==> config.mk <==
export PLATFORM = sky130hd
export DESIGN_NAME = brdec_unit
export DESIGN_NICKNAME = d
export VERILOG_FILES = /design/src/rtl/brdec_pkg.sv /design/src/rtl/brdec_cond_eval.sv /design/src/rtl/brdec_target.sv /design/src/rtl/brdec_unit.sv
export SDC_FILE = /design/constraint.sdc
export NUM_CORES = 1
export LEC_CHECK = 0
export CAP_MARGIN = 20
export CORE_MARGIN = 2
export CORE_UTILIZATION = 50
export CTS_BUF_LIST = sky130_fd_sc_hd__clkbuf_4
export DETAILED_ROUTE_END_ITERATION = 10
export DONT_BUFFER_PORTS = 1
export PLACE_DENSITY_LB_ADDON = 0.12
export SLEW_MARGIN = 20
export SYNTH_ARGS = -nofsm -noshare
export SYNTH_HDL_FRONTEND = slang
export SYNTH_SLANG_ARGS = --single-unit
==> constraint.sdc <==
create_clock -name clk -period 5.6 [get_ports clk]
set_input_delay 0.28 -clock clk [delete_from_list [all_inputs] [get_ports clk]]
set_output_delay 0.28 -clock clk [all_outputs]
set_load 0.05 [all_outputs]
==> src/rtl/brdec_pkg.sv <==
package brdec_pkg;

  typedef struct packed {
    logic n;
    logic z;
    logic v;
    logic c;
  } icc_t;

  typedef enum logic [1:0] {
    FCMP_EQ = 2'd0,
    FCMP_LT = 2'd1,
    FCMP_GT = 2'd2,
    FCMP_UN = 2'd3
  } fcmp_e;

  localparam logic [3:0] COND_ALWAYS = 4'd8;
  localparam logic [2:0] FMT_FP_BRANCH = 3'b110;

  // Lower half of the integer table; the upper half is its inverse.
  function automatic logic icc_base(input logic [2:0] sel, input icc_t f);
    logic r;
    case (sel)
      3'd0: r = 1'b0;
      3'd1: r = f.z;
      3'd2: r = f.z | (f.n ^ f.v);
      3'd3: r = f.n ^ f.v;
      3'd4: r = f.c | f.z;
      3'd5: r = f.c;
      3'd6: r = f.n;
      default: r = f.v;
    endcase
    return r;
  endfunction

  // Lower half of the floating-point table; the upper half is its inverse.
  function automatic logic fcc_base(input logic [2:0] sel, input fcmp_e c);
    logic r;
    case (sel)
      3'd0: r = 1'b0;
      3'd1: r = (c != FCMP_EQ);
      3'd2: r = (c == FCMP_LT) | (c == FCMP_GT);
      3'd3: r = (c == FCMP_UN) | (c == FCMP_LT);
      3'd4: r = (c == FCMP_LT);
      3'd5: r = (c == FCMP_UN) | (c == FCMP_GT);
      3'd6: r = (c == FCMP_GT);
      default: r = (c == FCMP_UN);
    endcase
    return r;
  endfunction

endpackage

==> src/rtl/brdec_cond_eval.sv <==
module brdec_cond_eval
  import brdec_pkg::*;
#(
  parameter bit FP_TABLE = 1'b0
) (
  input  logic [3:0] code,
  input  icc_t       flags,
  input  logic [1:0] fcc,
  output logic       hit
);
  logic base;

  generate
    if (FP_TABLE) begin : g_fp
      logic unused_ok;
      assign unused_ok = ^flags;
      assign base = fcc_base(code[2:0], fcmp_e'(fcc));
    end else begin : g_int
      logic unused_ok;
      assign unused_ok = ^fcc;
      assign base = icc_base(code[2:0], flags);
    end
  endgenerate

  // Bit 3 of the code selects the inverted half of the table.
  assign hit = base ^ code[3];
endmodule

==> src/rtl/brdec_target.sv <==
module brdec_target #(
  parameter int ADDR_W = 32,
  parameter int DISP_W = 22
) (
  input  logic [ADDR_W-1:0] pc,
  input  logic [DISP_W-1:0] disp,
  output logic [ADDR_W-1:0] target
);
  localparam int EXT_W = ADDR_W - DISP_W - 2;

  logic [ADDR_W-1:0] offset;
  assign offset = {{EXT_W{disp[DISP_W-1]}}, disp, 2'b00};
  assign target = pc + offset;
endmodule

==> src/rtl/brdec_unit.sv <==
module brdec_unit
  import brdec_pkg::*;
#(
  parameter int ADDR_W    = 32,
  parameter int DISP_W    = 22,
  parameter int FLAG_LSB  = 20,
  parameter int FP_EN_BIT = 12,
  parameter int FCC_LSB   = 10
) (
  input  logic              clk,
  input  logic              rst_n,
  input  logic              valid_in,
  input  logic [31:0]       insn,
  input  logic [ADDR_W-1:0] pc,
  input  logic [ADDR_W-1:0] npc,
  input  logic [31:0]       proc_status,
  input  logic [31:0]       fp_status,
  input  logic              fpu_present,
  output logic              valid_out,
  output logic              taken,
  output logic              annul,
  output logic              fp_trap,
  output logic [ADDR_W-1:0] next_npc
);
  localparam logic [ADDR_W-1:0] STEP = ADDR_W'(4);

  // Named decode events, visible to the bound checker.
  logic [3:0]        cond_code;
  logic              annul_bit;
  logic              use_fp;
  logic              fp_usable;
  logic              trap_now;
  logic              int_hit;
  logic              fp_hit;
  logic              take_now;
  logic              annul_now;
  logic [ADDR_W-1:0] target;
  logic [ADDR_W-1:0] fall_thru;
  logic [ADDR_W-1:0] npc_now;
  icc_t              flags;
  logic [1:0]        fcc;

  assign cond_code = insn[28:25];
  assign annul_bit = insn[29];
  assign use_fp    = (insn[24:22] == FMT_FP_BRANCH);
  assign flags     = icc_t'(proc_status[FLAG_LSB+3:FLAG_LSB]);
  assign fcc       = fp_status[FCC_LSB+1:FCC_LSB];
  assign fp_usable = proc_status[FP_EN_BIT] & fpu_present;
  assign trap_now  = use_fp & ~fp_usable;

  brdec_cond_eval #(.FP_TABLE(1'b0)) u_int_tbl (
    .code (cond_code),
    .flags(flags),
    .fcc  (fcc),
    .hit  (int_hit)
  );

  brdec_cond_eval #(.FP_TABLE(1'b1)) u_fp_tbl (
    .code (cond_code),
    .flags(flags),
    .fcc  (fcc),
    .hit  (fp_hit)
  );

  brdec_target #(.ADDR_W(ADDR_W), .DISP_W(DISP_W)) u_tgt (
    .pc    (pc),
    .disp  (insn[DISP_W-1:0]),
    .target(target)
  );

  assign take_now  = (use_fp ? fp_hit : int_hit) & ~trap_now;
  assign fall_thru = npc + STEP;
  assign npc_now   = take_now ? target : fall_thru;

  always_comb begin
    if (trap_now)
      annul_now = 1'b0;
    else if (take_now)
      annul_now = annul_bit & (cond_code == COND_ALWAYS);
    else
      annul_now = annul_bit;
  end

  always_ff @(posedge clk) begin
    if (!rst_n) begin
      valid_out <= 1'b0;
      taken     <= 1'b0;
      annul     <= 1'b0;
      fp_trap   <= 1'b0;
      next_npc  <= '0;
    end else begin
      valid_out <= valid_in;
      if (valid_in) begin
        taken    <= take_now;
        annul    <= annul_now;
        fp_trap  <= trap_now;
        next_npc <= npc_now;
      end
    end
  end
endmodule

Word level (Yosys, flattened, before mapping)
Index checks and enable logic that the tools add are counted.
{"block": "totals", "reg_bits": 36, "latch_bits": 0, "word_cells": 40, "memories": 0, "rom_bits": 0, "inputBits": 164, "ram_bits": 0}
{"block": "op_classes", "n_mux": 6, "mul": 0, "eq_ne": 11, "n_shift": 0, "reduce_logical": 2, "div": 0, "addsub": 2, "n_bitwise": 14, "magnitude_cmp": 0}
{"cell": "adder 32 x 3 -> 32 bit (second input constant)", "count": 1}
{"cell": "adder 32 bit", "count": 1}
{"cell": "2-to-1 mux 32 bit", "count": 1}
{"cell": "case mux 1 bit (7 select lines)", "count": 2}
{"cell": "== test 3 bit (second input constant)", "count": 4}
{"cell": "== test 3 x 2 -> 1 bit (second input constant)", "count": 2}
{"cell": "OR 1 bit", "count": 5}
{"cell": "bitwise AND 1 bit", "count": 4}
{"cell": "== test 2 bit (second input constant)", "count": 2}
{"cell": "== test 4 bit (second input constant)", "count": 1}
{"cell": "== test 3 x 1 -> 1 bit (second input constant)", "count": 1}
{"cell": "zero test 3 bit", "count": 1}
{"cell": "2-to-1 mux 1 bit", "count": 3}
{"cell": "XOR 1 bit", "count": 3}
{"cell": "== test 2 x 1 -> 1 bit (second input constant)", "count": 1}
{"cell": "inverter 1 bit", "count": 2}
{"cell": "nonzero test 2 bit", "count": 1}

Longest topological paths before layout
{"block": "logic_depth", "word_depth": 8, "ltp_mapped": 11}

By module
From an unflattened synthesis, not the netlist that was laid out.
{"block": "hier_totals", "cells_unflattened": 523, "area_unflattened_um2": 4058.9}
{"module": "brdec_unit", "n_inst": 1, "area_each_um2": 2102.0, "seq_area_each_um2": 720.7, "cells_each": 263}
{"module": "brdec_target", "n_inst": 1, "area_each_um2": 1764.2, "seq_area_each_um2": 0.0, "cells_each": 237}
{"module": "brdec_cond_eval at u_fp_tbl", "n_inst": 1, "area_each_um2": 126.4, "seq_area_each_um2": 0.0, "cells_each": 14}
{"module": "brdec_cond_eval at u_int_tbl", "n_inst": 1, "area_each_um2": 66.3, "seq_area_each_um2": 0.0, "cells_each": 9}

Worst setup path before layout
No wires, ideal clock.
{"block": "synth_path", "kind": "input to register", "from": "input port insn[0]", "to": "register next_npc[28]", "path_slack_ns": 3.049, "required_time_ns": 5.478, "path_stages": 10, "n_path_buf": 0, "arrival_ns": 2.429, "cell_sequence": "ha_1 > fa_1 > a211oi_1 > o21ai_0 > o2111a_1 > o2111ai_1 > a21oi_1 > or3_1 > o31ai_1 > o21ai_1"}
{"block": "synth_via", "elab_chain_cells": 2}
{"element": "from (decl)", "line": "brdec_unit.sv:13", "text": "input logic [31:0] insn,"}
{"element": "adder 32 bit", "line": "brdec_target.sv:13", "text": "assign target = pc + offset;"}
{"element": "2-to-1 mux 32 bit", "line": "brdec_unit.sv:73", "text": "assign npc_now = take_now ? target : fall_thru;"}
{"element": "to (signal assigned)", "line": "brdec_unit.sv:97", "text": "next_npc <= npc_now;"}
{"element": "to (decl)", "line": "brdec_unit.sv:23", "text": "output logic [ADDR_W-1:0] next_npc"}
No other way between the ends.
A chain may end at the register's enable or synchronous reset.

Worst setup path in the final report
{"block": "layout_path", "from": "input port insn[0]", "to": "register next_npc[30]"}
Same word-level chain as after synthesis.

==> impl_metrics.ini <==
[sta]
rsz0062_at_grt = false
tns_ns = 0
relSlewSlack_pct = 51.71
fin_ws_ns = 3.023
finalCritPeriodShare_pct = 46.03
finalMaxSlewViolations = 0
hold_viol = 0
max_freq_mhz = 388.0
tightestPinTransition_ns = 0.7200
clock_skew_ns = 0
whs_ns = 0.02797
fin_crit_ns = 2.577
setup_viol = 0

[pwr]
p_leak_nw = 1.585
max-vdd-ir-drop_mv = 0.08193
finalPower_mw = 0.8729
p_per_area_mw_per_mm2 = 221.0

[final_layout]
seq_area_um2 = 720.7
area_growth_pct = 3.339
drive_above_1_share_pct = 4.742
n_fill_cell = 727
fin_cells = 584
num_antenna_cells = 0
final_core_util_pct = 53.88
nNetsFinal = 683
multi_input_area_mm2 = 0.002944
final_cell_area_mm2 = 0.003950

[logic_synthesis]
synth_edf_count = 0
ys_seq_area_share_pct = 18.85
synth_cell_types = 69
postSynthCellCount = 493
synth-seq-cells = 36
async_flop_share_pct = 0
syn_area_mm2 = 0.003822
syn-num-nets = 692
synth-main-ff-cell = dfxtp_1
avgSynthCellArea_um2 = 7.753
yosys_warnings = 0

[setup_path]
cp_slowest_cell = fa_1
start_kind = input pin
cpPeakStageDelay_ns = 0.43
worstReg2RegStart = next_npc[29]$_SDFFE_PN0P_
critPathCaptureType = flop
worst-endpoint-required_ns = 5.84
crit_fanout = 4
cp-startpoint = insn[0]
crit_chain = ha_1 > fa_1 > a211oi_1 > o21ai_0 > o2111a_1 > o2111ai_1 > a31oi_1 > a31oi_1 > xor2_1 > o21ai_0
critPathKind = in2reg
worstPathArrival_ns = 2.82

[detailed_routing]
route.vias.total = 3639
vias_per_cell = 6.231
drt_wl_total_um = 10140
routedWlPerCell_um = 17.36
route.detailed.drc = 0
postRouteAntennaNets = 0
dr.first_iter.drc_count = 164
dr.pass1.iters = 5

[flow_run]
max-cap-violations = 0

[grt]
antenna_found_initial = 0
grt.total_usage_pct = 23.40
grt_first_pass_wirelength_um = 16080
grt_start_max_net_pins = 30
first_global_vias = 3416
gr-total-overflow = 0

[clock_network]
cts_tree = yes
clk_pin_slew_ns = 0.12
post_cts.repair.setup_buffers = 0
cts.sinks = 36
cts.path.max_buffers = 2
cts_root_buf = clkbuf_4
clock_latency_ns = 0.35
cts-htree-levels = 2
numCtsBuffers = 5

[die]
die_y_um = 91.44
dieWidth_um = 91.44
start_util_pct = 52.14
dieArea_mm2 = 0.008360
io_pins = 200
rows = 31
fp.coreArea_mm2 = 0.007331

[placed_design]
place.gp.congestion = 0.8777
hpwl_um = 8148
io_buffers = 0
placedCellCount = 575
placed_area_mm2 = 0.003860
place_ws_ns = 2.685

[min_path]
hp-start = valid_in
hold_class = in2reg

[run_status]
status = complete, no violations
[per-layer routing]
metal	wire length, um	vias to the layer above	global-route usage (%)
li1	-	1810	-
met1	4523	1690	29.62
met2	4631	129	39.22
met3	861	10	6.224
met4	125	0	6.061
met5	0	-	0
[report_power, final]
| part | switching, mW | total, mW | internal (mW) | leakage (nW) |
|---|---|---|---|---|
| clock network | 0.0940 | 0.187 | 0.0931 | 0.0412 |
| logic | 0.167 | 0.295 | 0.128 | 1.25 |
| registers | 0.109 | 0.391 | 0.282 | 0.297 |
[state kept, by name (all words and copies together), names as in the netlist]
signal,flops
next_npc,32
annul,1
taken,1
valid_out,1
fp_trap,1
[Yosys cell counts (9+ instances only)]
master    count  share of area [%]
xor2_1       21                4.8
inv_1        14                1.4
a21oi_1      32                4.2
and3_1       11                1.8
nor2_1       37                3.6
ha_1         34                 11
a31oi_1       9                1.5
dfxtp_1      36                 19
mux2i_1      12                3.1
a211oi_1     13                2.6
clkbuf_1     12                1.2
o21ai_0      35                4.6
nand3_1      28                3.7
nand2_1      49                4.8
a21o_1       10                2.0
xnor2_1      32                7.3
[layout by cell type, fill, tap and decap left out, types with 11 or more instances in the layout]
cell	netlist	layout
nand2_1	49	49
nor2_1	37	37
dfxtp_1	36	36
o21ai_0	35	35
ha_1	34	34
xnor2_1	32	32
a21oi_1	32	32
nand3_1	28	28
xor2_1	21	21
inv_1	14	14
a211oi_1	13	13
mux2i_1	12	12
and3_1	11	11
[cells by family (layout without fill, tap and decap cells)]
group | Yosys count | in the layout | share of synthesized area, %
adder cells (fa/ha/maj) | 35 | 35 | 11.65
flip-flops | 36 | 36 | 18.85
AO/OA/AOI/OAI | 148 | 148 | 26.97
multiplexers | 14 | 14 | 3.830
buffers and inverters | 34 | 26 | 4.124
AND/OR/NAND/NOR | 173 | 173 | 22.42
XOR/XNOR | 53 | 53 | 12.14
[final cells by class]
type,count,area share (%)
timing repair buffer,3,0.6335
clock buffer,5,0.9503
inverter,15,1.425
multi-input combinational,423,74.53
clock inverter,3,1.077
sequential,36,18.25
tap,99,3.136
[critical path, delay by kind of cell]
kind | cells | cell delay (ns)
compound gates | 7 | 1.74
fa+ha+maj | 2 | 0.64
xor+xnor | 1 | 0.17
[worst paths after layout]
kind	slack (ns)	end	cells past startpoint
max reg2reg	4.30	next_npc[29]$_SDFFE_PN0P_	3
max	3.02	next_npc[30]$_SDFFE_PN0P_	10
min reg2reg	0.71	next_npc[8]$_SDFFE_PN0P_	2
min	0.03	next_npc[3]$_SDFFE_PN0P_	1
[what timing repair did]
item	in CTS	in global routing
endpoints found under the hold margin	2	0
resized for setup	0	0
hold buffers	1	0
Power figures use the tool's default switching activity.
